===== src/rtl/dma_sched_pkg.sv =====
package dma_sched_pkg;

  typedef enum logic [2:0] {
    ST_IDLE,
    ST_FREQ,
    ST_FRSP,
    ST_DECIDE,
    ST_RREQ,
    ST_RRSP,
    ST_WR,
    ST_WB
  } eng_state_t;

  localparam int DESC_WORDS = 4;
  localparam int SLOT_SHIFT = 4;
  localparam int WORD_SHIFT = 2;

endpackage


===== src/rtl/dma_pend_bank.sv =====
module dma_pend_bank #(
  parameter int NUM_CH = 4,
  parameter int CH_W   = 2
) (
  input  logic              clk,
  input  logic              rst,
  input  logic [NUM_CH-1:0] sw_trig,
  input  logic [NUM_CH-1:0] evt_trig,
  input  logic [NUM_CH-1:0] per_req,
  input  logic [NUM_CH-1:0] done_en,
  input  logic              fin,
  input  logic              park,
  input  logic [CH_W-1:0]   cur_ch,
  output logic [NUM_CH-1:0] pend,
  output logic [NUM_CH-1:0] susp,
  output logic [NUM_CH-1:0] done_pulse
);

  logic [NUM_CH-1:0] sel;
  logic [NUM_CH-1:0] trig_any;

  genvar gn;
  generate
    for (gn = 0; gn < NUM_CH; gn++) begin : g_sel
      assign sel[gn]      = (cur_ch == CH_W'(gn));
      assign trig_any[gn] = sw_trig[gn] | evt_trig[gn] | per_req[gn];
    end
  endgenerate

  always_ff @(posedge clk) begin
    if (rst) begin
      pend       <= '0;
      susp       <= '0;
      done_pulse <= '0;
    end else begin
      for (int i = 0; i < NUM_CH; i++) begin
        pend[i]       <= (pend[i] & ~(fin & sel[i])) | trig_any[i];
        done_pulse[i] <= fin & sel[i] & done_en[i];
        if (park && sel[i])
          susp[i] <= 1'b1;
        else if (fin && sel[i])
          susp[i] <= 1'b0;
      end
    end
  end

  // completion pulses never overlap and never last two cycles
  assert_done_onehot_R9: assert property (@(posedge clk) disable iff (rst)
    $onehot0(done_pulse));
  assert_done_single_R9: assert property (@(posedge clk) disable iff (rst)
    (|done_pulse) |=> !(|done_pulse));

endmodule


===== src/rtl/dma_prio_enc.sv =====
module dma_prio_enc #(
  parameter int NUM_CH = 4,
  parameter int CH_W   = 2
) (
  input  logic [NUM_CH-1:0] req,
  input  logic [CH_W-1:0]   act_ch,
  output logic              any,
  output logic [CH_W-1:0]   idx,
  output logic              hi_pend
);

  logic [NUM_CH-1:0] below;

  genvar gb;
  generate
    for (gb = 0; gb < NUM_CH; gb++) begin : g_below
      assign below[gb] = req[gb] & (CH_W'(gb) < act_ch);
    end
  endgenerate

  assign hi_pend = |below;
  assign any     = |req;

  always_comb begin
    idx = '0;
    for (int i = NUM_CH - 1; i >= 0; i--) begin
      if (req[i]) idx = CH_W'(i);
    end
  end

endmodule


===== src/rtl/dma_xfer_engine.sv =====
module dma_xfer_engine
  import dma_sched_pkg::*;
#(
  parameter int          NUM_CH    = 4,
  parameter int          CH_W      = 2,
  parameter int          AW        = 32,
  parameter int          DW        = 32,
  parameter int          CNT_W     = 16,
  parameter logic [31:0] DESC_BASE = 32'h0000_0100,
  parameter logic [31:0] WB_BASE   = 32'h0000_0200
) (
  input  logic              clk,
  input  logic              rst,
  input  logic              grant_any,
  input  logic [CH_W-1:0]   grant_idx,
  input  logic              hi_pend,
  input  logic [NUM_CH-1:0] susp,
  output logic              act_valid,
  output logic [CH_W-1:0]   act_ch,
  output logic              fin,
  output logic              park,
  output logic              fch_valid,
  output logic [AW-1:0]     fch_addr,
  input  logic              fch_ready,
  input  logic              fch_rvalid,
  input  logic [DW-1:0]     fch_rdata,
  output logic              dat_rd_valid,
  output logic [AW-1:0]     dat_rd_addr,
  input  logic              dat_rd_ready,
  input  logic              dat_rvalid,
  input  logic [DW-1:0]     dat_rdata,
  output logic              dat_wr_valid,
  output logic [AW-1:0]     dat_wr_addr,
  output logic [DW-1:0]     dat_wr_data,
  input  logic              dat_wr_ready,
  output logic              wb_valid,
  output logic [AW-1:0]     wb_addr,
  output logic [DW-1:0]     wb_data,
  input  logic              wb_ready
);

  localparam logic [AW-1:0] STEP      = AW'(DW / 8);
  localparam logic [AW-1:0] FBASE     = AW'(DESC_BASE);
  localparam logic [AW-1:0] SBASE     = AW'(WB_BASE);
  localparam int            KW        = $clog2(DESC_WORDS);
  localparam logic [KW-1:0] K_LAST    = KW'(DESC_WORDS - 1);

  eng_state_t        state;
  logic [CH_W-1:0]   ch;
  logic [KW-1:0]     k;
  logic [AW-1:0]     fptr;
  logic [CNT_W-1:0]  cnt;
  logic [AW-1:0]     src;
  logic [AW-1:0]     dst;
  logic [AW-1:0]     nxt;
  logic [DW-1:0]     beat_q;
  logic [AW-1:0]     grant_off;
  logic [AW-1:0]     cur_off;
  logic [AW-1:0]     word_off;

  assign grant_off = AW'({grant_idx, {SLOT_SHIFT{1'b0}}});
  assign cur_off   = AW'({ch, {SLOT_SHIFT{1'b0}}});
  assign word_off  = AW'({k, {WORD_SHIFT{1'b0}}});

  always_ff @(posedge clk) begin
    if (rst) begin
      state  <= ST_IDLE;
      ch     <= '0;
      k      <= '0;
      fptr   <= '0;
      cnt    <= '0;
      src    <= '0;
      dst    <= '0;
      nxt    <= '0;
      beat_q <= '0;
    end else begin
      case (state)
        ST_IDLE: begin
          if (grant_any) begin
            ch    <= grant_idx;
            k     <= '0;
            fptr  <= (susp[grant_idx] ? SBASE : FBASE) + grant_off;
            state <= ST_FREQ;
          end
        end
        ST_FREQ: begin
          if (fch_ready) state <= ST_FRSP;
        end
        ST_FRSP: begin
          if (fch_rvalid) begin
            case (k)
              KW'(0):  cnt <= fch_rdata[CNT_W-1:0];
              KW'(1):  src <= fch_rdata[AW-1:0];
              KW'(2):  dst <= fch_rdata[AW-1:0];
              default: nxt <= fch_rdata[AW-1:0];
            endcase
            if (k == K_LAST) begin
              k     <= '0;
              state <= ST_DECIDE;
            end else begin
              k     <= k + KW'(1);
              state <= ST_FREQ;
            end
          end
        end
        ST_DECIDE: begin
          if (cnt == '0) begin
            if (nxt != '0) begin
              fptr  <= nxt;
              k     <= '0;
              state <= ST_FREQ;
            end else begin
              state <= ST_IDLE;
            end
          end else if (hi_pend) begin
            k     <= '0;
            state <= ST_WB;
          end else begin
            state <= ST_RREQ;
          end
        end
        ST_RREQ: begin
          if (dat_rd_ready) state <= ST_RRSP;
        end
        ST_RRSP: begin
          if (dat_rvalid) begin
            beat_q <= dat_rdata;
            state  <= ST_WR;
          end
        end
        ST_WR: begin
          if (dat_wr_ready) begin
            cnt   <= cnt - CNT_W'(1);
            src   <= src + STEP;
            dst   <= dst + STEP;
            state <= ST_DECIDE;
          end
        end
        ST_WB: begin
          if (wb_ready) begin
            if (k == K_LAST) state <= ST_IDLE;
            else             k     <= k + KW'(1);
          end
        end
        default: state <= ST_IDLE;
      endcase
    end
  end

  assign act_valid    = (state != ST_IDLE);
  assign act_ch       = ch;
  assign fin          = (state == ST_DECIDE) && (cnt == '0) && (nxt == '0);
  assign park         = (state == ST_WB) && wb_ready && (k == K_LAST);

  assign fch_valid    = (state == ST_FREQ);
  assign fch_addr     = fptr + word_off;
  assign dat_rd_valid = (state == ST_RREQ);
  assign dat_rd_addr  = src;
  assign dat_wr_valid = (state == ST_WR);
  assign dat_wr_addr  = dst;
  assign dat_wr_data  = beat_q;
  assign wb_valid     = (state == ST_WB);
  assign wb_addr      = SBASE + cur_off + word_off;

  always_comb begin
    case (k)
      KW'(0):  wb_data = DW'(cnt);
      KW'(1):  wb_data = DW'(src);
      KW'(2):  wb_data = DW'(dst);
      default: wb_data = DW'(nxt);
    endcase
  end

  // one request at a time, held with a stable address until accepted
  assert_one_port_R10: assert property (@(posedge clk) disable iff (rst)
    $onehot0({fch_valid, dat_rd_valid, dat_wr_valid, wb_valid}));
  assert_fch_hold_R10: assert property (@(posedge clk) disable iff (rst)
    (fch_valid && !fch_ready) |=> (fch_valid && $stable(fch_addr)));
  assert_rd_hold_R10: assert property (@(posedge clk) disable iff (rst)
    (dat_rd_valid && !dat_rd_ready) |=> (dat_rd_valid && $stable(dat_rd_addr)));
  // a data write only starts after a read reply came back
  assert_write_after_read_R4: assert property (@(posedge clk) disable iff (rst)
    $rose(dat_wr_valid) |-> $past(dat_rvalid));

endmodule


===== src/rtl/dma_sched.sv =====
module dma_sched #(
  parameter int          NUM_CH    = 4,
  parameter int          AW        = 32,
  parameter int          DW        = 32,
  parameter int          CNT_W     = 16,
  parameter logic [31:0] DESC_BASE = 32'h0000_0100,
  parameter logic [31:0] WB_BASE   = 32'h0000_0200,
  localparam int         CH_W      = (NUM_CH > 1) ? $clog2(NUM_CH) : 1
) (
  input  logic              clk,
  input  logic              rst,
  input  logic [NUM_CH-1:0] sw_trig,
  input  logic [NUM_CH-1:0] evt_trig,
  input  logic [NUM_CH-1:0] per_req,
  input  logic [NUM_CH-1:0] done_en,
  output logic [NUM_CH-1:0] done_pulse,
  output logic              act_valid,
  output logic [CH_W-1:0]   act_ch,
  output logic              fch_valid,
  output logic [AW-1:0]     fch_addr,
  input  logic              fch_ready,
  input  logic              fch_rvalid,
  input  logic [DW-1:0]     fch_rdata,
  output logic              dat_rd_valid,
  output logic [AW-1:0]     dat_rd_addr,
  input  logic              dat_rd_ready,
  input  logic              dat_rvalid,
  input  logic [DW-1:0]     dat_rdata,
  output logic              dat_wr_valid,
  output logic [AW-1:0]     dat_wr_addr,
  output logic [DW-1:0]     dat_wr_data,
  input  logic              dat_wr_ready,
  output logic              wb_valid,
  output logic [AW-1:0]     wb_addr,
  output logic [DW-1:0]     wb_data,
  input  logic              wb_ready
);

  logic [NUM_CH-1:0] pend;
  logic [NUM_CH-1:0] susp;
  logic              grant_any;
  logic [CH_W-1:0]   grant_idx;
  logic              hi_pend;
  logic              fin;
  logic              park;

  dma_pend_bank #(.NUM_CH(NUM_CH), .CH_W(CH_W)) u_pend (
    .clk        (clk),
    .rst        (rst),
    .sw_trig    (sw_trig),
    .evt_trig   (evt_trig),
    .per_req    (per_req),
    .done_en    (done_en),
    .fin        (fin),
    .park       (park),
    .cur_ch     (act_ch),
    .pend       (pend),
    .susp       (susp),
    .done_pulse (done_pulse)
  );

  dma_prio_enc #(.NUM_CH(NUM_CH), .CH_W(CH_W)) u_prio (
    .req     (pend),
    .act_ch  (act_ch),
    .any     (grant_any),
    .idx     (grant_idx),
    .hi_pend (hi_pend)
  );

  dma_xfer_engine #(
    .NUM_CH(NUM_CH), .CH_W(CH_W), .AW(AW), .DW(DW), .CNT_W(CNT_W),
    .DESC_BASE(DESC_BASE), .WB_BASE(WB_BASE)
  ) u_eng (
    .clk          (clk),
    .rst          (rst),
    .grant_any    (grant_any),
    .grant_idx    (grant_idx),
    .hi_pend      (hi_pend),
    .susp         (susp),
    .act_valid    (act_valid),
    .act_ch       (act_ch),
    .fin          (fin),
    .park         (park),
    .fch_valid    (fch_valid),
    .fch_addr     (fch_addr),
    .fch_ready    (fch_ready),
    .fch_rvalid   (fch_rvalid),
    .fch_rdata    (fch_rdata),
    .dat_rd_valid (dat_rd_valid),
    .dat_rd_addr  (dat_rd_addr),
    .dat_rd_ready (dat_rd_ready),
    .dat_rvalid   (dat_rvalid),
    .dat_rdata    (dat_rdata),
    .dat_wr_valid (dat_wr_valid),
    .dat_wr_addr  (dat_wr_addr),
    .dat_wr_data  (dat_wr_data),
    .dat_wr_ready (dat_wr_ready),
    .wb_valid     (wb_valid),
    .wb_addr      (wb_addr),
    .wb_data      (wb_data),
    .wb_ready     (wb_ready)
  );

  // a save only happens while a lower-index channel is still waiting
  assert_wb_has_winner_R6: assert property (@(posedge clk) disable iff (rst)
    wb_valid |-> hi_pend);
  // the active channel stays pending until its chain ends
  assert_active_pending_R1: assert property (@(posedge clk) disable iff (rst)
    (act_valid && !$rose(act_valid)) |-> pend[act_ch]);

endmodule


===== config.mk =====
export PLATFORM = sky130hd
export DESIGN_NAME = dma_sched
export DESIGN_NICKNAME = d
export VERILOG_FILES = /design/src/rtl/dma_sched_pkg.sv /design/src/rtl/dma_pend_bank.sv /design/src/rtl/dma_prio_enc.sv /design/src/rtl/dma_xfer_engine.sv /design/src/rtl/dma_sched.sv
export SDC_FILE = /design/constraint.sdc
export NUM_CORES = 1
export LEC_CHECK = 0
export BUFFER_PORTS_ARGS = -buffer_cell sky130_fd_sc_hd__buf_2
export CORE_UTILIZATION = 48
export DETAILED_ROUTE_END_ITERATION = 8
export PLACE_DENSITY = 0.76
export SLEW_MARGIN = 5
export SYNTH_ARGS = -nofsm -noshare
export SYNTH_HDL_FRONTEND = slang
export SYNTH_HIERARCHICAL = 1
export SYNTH_SLANG_ARGS = --single-unit
export TNS_END_PERCENT = 50

===== constraint.sdc =====
create_clock -name clk -period 2 [get_ports clk]
set_input_delay 0.3 -clock clk [delete_from_list [all_inputs] [get_ports clk]]
set_output_delay 0.3 -clock clk [all_outputs]
set_load 0.05 [all_outputs]

Word level (Yosys, flattened, before mapping)
Index checks and enable logic that the tools add are counted.
- add/subtract/negate cells: 8
- magnitude comparators: 5
- equal/unequal tests: 29
- muxes and demuxes: 54
- bitwise logic cells: 33
- reduce and logical (&&, ||, !) cells: 38
- operators with widths (cell ; number):
    $mux 32 ; 9
    $pmux 32 s2 ; 3
    $pmux 32 s3 ; 1
    $add 32x3->32 const B ; 2
    $add 32x4->32 ; 2
    $mux 16 ; 3
    $add 32x6->32 ; 1
    $logic_not 32->1 ; 1
    $pmux 16 s2 ; 1
    $reduce_bool 32->1 ; 1
    $mux 2 ; 14
    $mux 3 ; 9
    $pmux 3 s8 ; 1
    $ne 2x1->1 const B ; 10
    $and 1x1->1 ; 16
    $logic_not 16->1 ; 1
    $reduce_and 4->1 ; 4
    $sub 16x1->16 const B ; 1
    $eq 3x3->1 const B ; 4
    $logic_and 1x1->1 ; 12
    $or 1x1->1 ; 12
    $reduce_bool 2->1 ; 6
    $add 10x6->11 const A ; 1
    $mux 1 ; 10
    other kinds (25) ; 42
- register bits: 195
- input bits: 88
- output and inout bits: 203
- logic and storage cells: 182

Logic depth before layout (Yosys ltp)
- depth in word-level cells: 10
- depth in mapped cells: 10
- mapped depth without buffers: 8

By module
The synthesis kept the hierarchy.
- modules (own cells, without submodules) (module ; times used ; cells each ; area each (µm²) ; seq. area each (µm²)):
    dma_xfer_engine ; 1 ; 1424 ; 10352.4 ; 3663.5
    dma_pend_bank ; 1 ; 45 ; 506.7 ; 240.2
    dma_prio_enc ; 1 ; 11 ; 53.8 ; 0.0

Worst setup path before layout
Ideal clock, no wire load.
- path type: reg2out
- from: register u_eng.k[0]
- to: output port fch_addr[30]
- arrival time: 2.961 ns
- data required time: 1.700 ns
- setup slack: -1.261 ns
- cell stages (with the launch flop): 9
- buffers on the path: 1
- cell sequence: dfxtp_1 ha_1 fa_1 nand2_1 or2_2 clkbuf_1 nor2_1 nand4_1 xnor2_1
- word-level cells in the longest chain between the ends: 1
- RTL lines (what ; line ; RTL):
    from (decl) ; dma_xfer_engine.sv:50 ; logic [KW-1:0] k;
    from (signal assigned) ; dma_xfer_engine.sv:101 ; k <= k + KW'(1);
    from (signal assigned) ; dma_xfer_engine.sv:142 ; else k <= k + KW'(1);
    $add 32x4->32 ; dma_xfer_engine.sv:156 ; assign fch_addr = fptr + word_off;
    to (decl) ; dma_sched.sv:20 ; output logic [AW-1:0] fch_addr,
No other way between the ends.

Final worst setup path
- from: register u_eng.k[0]
- to: output port wb_data[13]
- word-level cells in the longest chain between the ends: 2
- elaborated cells between the ends (all ways): 4
- classes of those cells: eq/ne: 2; mux: 1; reduce/logical: 1
- RTL lines (what ; line ; RTL):
    $eq 2x2->1, or another cell as far along ; dma_xfer_engine.sv:166 ; case (k)
    $pmux 32 s3 * ; dma_xfer_engine.sv:166 ;
    to (decl) ; dma_sched.sv:35 ; output logic [DW-1:0] wb_data,
Mark *: on every way between the ends. The rest lies on a longest branch, timed or not.

==> run_results.csv <==
group,metric,value,unit
run_status,status,"complete, but fails checks",
run_status,violations,"design-rule violations, negative setup slack",
critical_path,r2r_setup_slack,-0.25,ns
floorplanning,ioPinCount,291,
timing,worst_clock_skew,0.0160,ns
yosys,yosys_most_used_dff,"dfxtp_1",
yosys,syn_avg_cell_area,7.37,um^2
timing,drv_slew,0,
clock_tree,cts_tree,"done",
timing,tightest_slew,0.602,ns
power_and_ir_drop,p_total,12.8,mW
floorplanning,core-area,0.0220,mm^2
floorplanning,die_w,153,um
global_route,grt_use_total,36.6,%
routing,wirelength,47.8,mm
routing,wl_per_cell,21.7,um
timing,setup-violations-final,112,
timing,relSlewSlack,59.9,%
clock_tree,clk_pin_slew,0.09,ns
min_path,worstHoldPathCells,3,
critical_path,crit_family,"buffers and inverters",
critical_path,cpPeakStageDelay,0.48,ns
placement,hpwl,29.8,mm
floorplanning,core.rowCount,54,
yosys,seq_area_frac_synth,35.8,%
timing,timing.fmax,382,MHz
floorplanning,start_util,49.5,%
critical_path,ff2ff_path_depth,7,
critical_path,endpoint_kind,"output pin",
yosys,synth_seq_cells,195,
placement,gp_congestion,0.936,
critical_path,crit_chain,"buf_6 -> inv_6 -> ha_4 -> buf_12 -> a222oi_1 -> buf_4 -> mux2i_4 -> buf_6",
placement,placedCellCount,2139,
placement,place_ws,-0.249,ns
critical_path,cpMostUsedCell,"buf_6",
timing,period_minus_slack,2.62,ns
timing,rsz0062_at_grt,"yes",
global_route,grt_pass1_wl,67.7,mm
yosys,ys_warn_count,6,
layout,stdcell_count,2207,
min_path,holdCritPathClass,"in -> reg",
floorplanning,dieArea,0.0233,mm^2
layout,nets,2012,
routing,wl_met2,23.0,mm
critical_path,cp_data_required_time,1.70,ns
global_route,grt_overflow,0,
critical_path,r2r-start,"u_eng/nxt[23]$_SDFFE_PP0P_",
clock_tree,cts_root_buf,"clkbuf_16",
timing,hold_viol_final,0,
placement,io_buffers,262,
power_and_ir_drop,power_density,726,mW/mm^2
min_path,hold-path-endpoint,"u_eng/dat_wr_data[2]$_SDFFE_PP0P_",
yosys,synth_edf_count,0,
global_route,grt_start_max_net_pins,78,
clock_tree,cts.htree.levels,4,
critical_path,r2r-end,"u_eng/fptr[5]$_SDFFE_PP0P_",
global_route,antenna_found_initial,1,
routing,drtIter0Drc,1964,
critical_path,cp_data_arrival_time,2.32,ns
routing,drc_errors,12,
layout,area_growth,62.2,%
layout,drive_gt1_share,45.9,%
routing,wl_met1,17.5,mm
critical_path,cp-start-kind,"register",
routing,via_per_inst,6.33,
min_path,min_from,"dat_rdata[2]",
critical_path,crit_type,"reg -> out",
routing,vias,14000,
clock_tree,cts_max_path_buffers,2,
timing,setup_slack,-0.615,ns
critical_path,critPathBufInv,5,
yosys,ys_types,79,
layout,n_fill_cell,1329,
clock_tree,cts_sinks,195,
yosys,netlist_instances,1480,
critical_path,worst_path_max_delay_cell,"a222oi_1",
yosys,async_flop_share,0,%
clock_tree,numCtsBuffers,17,
routing,drtAntennaViolNets,0,
global_route,grt_pass1_vias,12300,
job,maxCapViolCount,0,
power_and_ir_drop,worst_ir_drop_vdd,0.712,mV
routing,firstDrtPassIters,9,
yosys,mappedNetlistArea,0.0109,mm^2
critical_path,critPathMaxFanout,6,
floorplanning,die_h,153,um
power_and_ir_drop,leakage,7.31,nW
routing,top_layer_used,"met4",
layout,postLayoutCoreUtil,80.3,%
clock_tree,clk-insertion-delay-late,0.45,ns
routing,wl_met3,5.04,mm
timing,fin_crit_sh,131,%
cell families (layout without fill, tap and decap cells):
logic type	after synthesis	after routing	share of synthesized area, %
multiplexers	22	22	2.17
AO/OA/AOI/OAI	429	429	24.5
other	2	29	0.0688
buffers and inverters	178	598	7.72
adder cells (fa/ha/maj)	11	11	1.33
flip-flops	195	195	35.8
AND/OR/NAND/NOR	614	614	26.2
XOR/XNOR	29	29	2.33
worst register-to-register path, delay by kind of cell, from the launching register on:
kind / cells / cell delay (ns)
flops: 1 / 0.33
simple gates: 3 / 0.84
buf+inv: 2 / 0.30
compound gates: 2 / 0.67
registers in the layout (all words and copies together) (netlist names), 3 cells and up:
| name | cells |
|---|---|
| u_eng/cnt | 16 |
| u_eng/dat_wr_addr | 32 |
| u_eng/fptr | 32 |
| u_eng/nxt | 32 |
| u_pend/pend | 4 |
| u_eng/dat_rd_addr | 32 |
| u_eng/state | 3 |
| u_eng/dat_wr_data | 32 |
| u_pend/done_pulse | 4 |
| u_pend/susp | 4 |
placed cells by master (no fill, tap or decap), types with 16 or more instances in the layout:
cell type	count
buf_12	21
nand3_1	35
a21oi_1	148
a222oi_1	16
nand2_4	27
nor2_1	85
dfxtp_1	148
mux2i_4	16
and3_1	17
a22oi_2	16
xnor2_4	17
a21oi_2	25
nand3_4	19
buf_2	199
clkbuf_16	21
dfxtp_2	23
nand2_1	251
o21ai_4	16
buf_4	217
nor3_1	25
conb_1	28
buf_6	77
inv_1	27
nand3_2	18
o21ai_0	55
dfxtp_4	24
metrics by stage:
stage,setup TNS (ns),hold slack [ns],cell area (um^2)
2_1_floorplan,-7.55,0.432,12100
3_3_place_gp,-6.91,0.439,14900
3_5_place_dp,-9.25,0.443,14900
4_1_cts,-24.62,0.0705,16800
5_1_grt,-39.60,0.0698,17700
6_report,-34.53,0.0768,17700
Yosys cell counts, types with 4 or more instances:
master      n  area [um^2]
a221oi_1    5         43.8
buf_6       4         45.0
nand3_1    72          360
a31oi_1    12         75.1
nor3_1     30          150
o21ai_0    85          425
a21oi_1   173          866
a311oi_1    4         35.0
mux2i_1    18          180
buf_2       6         30.0
nand2b_2    6         52.6
and3_1     20          125
xnor2_1    23          201
a222oi_1   16          160
and3b_1     4         35.0
o41ai_1     8         70.1
nor4_1     12         75.1
nand2b_1    6         37.5
a211oi_1   15          113
nand4_1    15         93.8
or3_1       7         43.8
nor2b_1     5         31.3
o22ai_1    15         93.8
o32ai_1     6         52.6
a22oi_1    31          233
and4_1      6         52.6
clkbuf_1   98          368
o31ai_1    12         90.1
dfxtp_1   195         3900
nand2_1   289         1080
buf_4      33          248
nor2_1     96          360
a21o_1     11         82.6
ha_1       10          125
or2_2       6         37.5
a32o_1      5         50.1
inv_1      32          120
and2_1     14         87.6
xor2_1      6         52.6
timing repair:
action	CTS	global route
setup buffers	21	14
gates cloned	7	7
pin swaps	67	81
setup endpoints to repair	135	176
resized for setup	271	180
hold buffers	0	0
final cells by class:
type	instances	area, um^2	share of cell area [%]
Clock buffer	17	425	2.40
Tap cell	280	350	1.98
Inverter	32	133	0.749
Clock inverter	15	173	0.976
Sequential cell	195	4020	22.7
Antenna cell	1	2.50	0.0141
Multi-Input combinational cell	1133	8270	46.8
Timing Repair Buffer	534	4320	24.4
where the power goes:
| part | switching, mW | internal [mW] |
|---|---|---|
| registers | 0.126 | 3.98 |
| clock network | 1.83 | 1.70 |
| logic | 3.04 | 2.17 |
how the worst max path moves through the flow:
stage	from	end	slack (ns)	cells after the start
after floorplan	u_eng/k[0]$_SDFFE_PP0P_	fch_addr[30]	-0.39	8
after global placement	u_eng/k[0]$_SDFFE_PP0P_	wb_data[7]	-0.25	8
after detailed placement	u_eng/k[0]$_SDFFE_PP0P_	wb_data[9]	-0.25	8
after CTS	u_eng/k[0]$_SDFFE_PP0P_	wb_data[13]	-0.53	8
after global routing	u_eng/k[0]$_SDFFE_PP0P_	fch_addr[30]	-0.70	8
final	u_eng/k[0]$_SDFFE_PP0P_	wb_data[13]	-0.62	8
metal layers:
layer / vias to the layer above / track usage (%)
li1: 6111 / -
met1: 6607 / 48.5
met2: 1056 / 60.1
met3: 202 / 4.75
met4: 0 / 15.2
met5: - / 0
(Power assumes the default switching activity.)
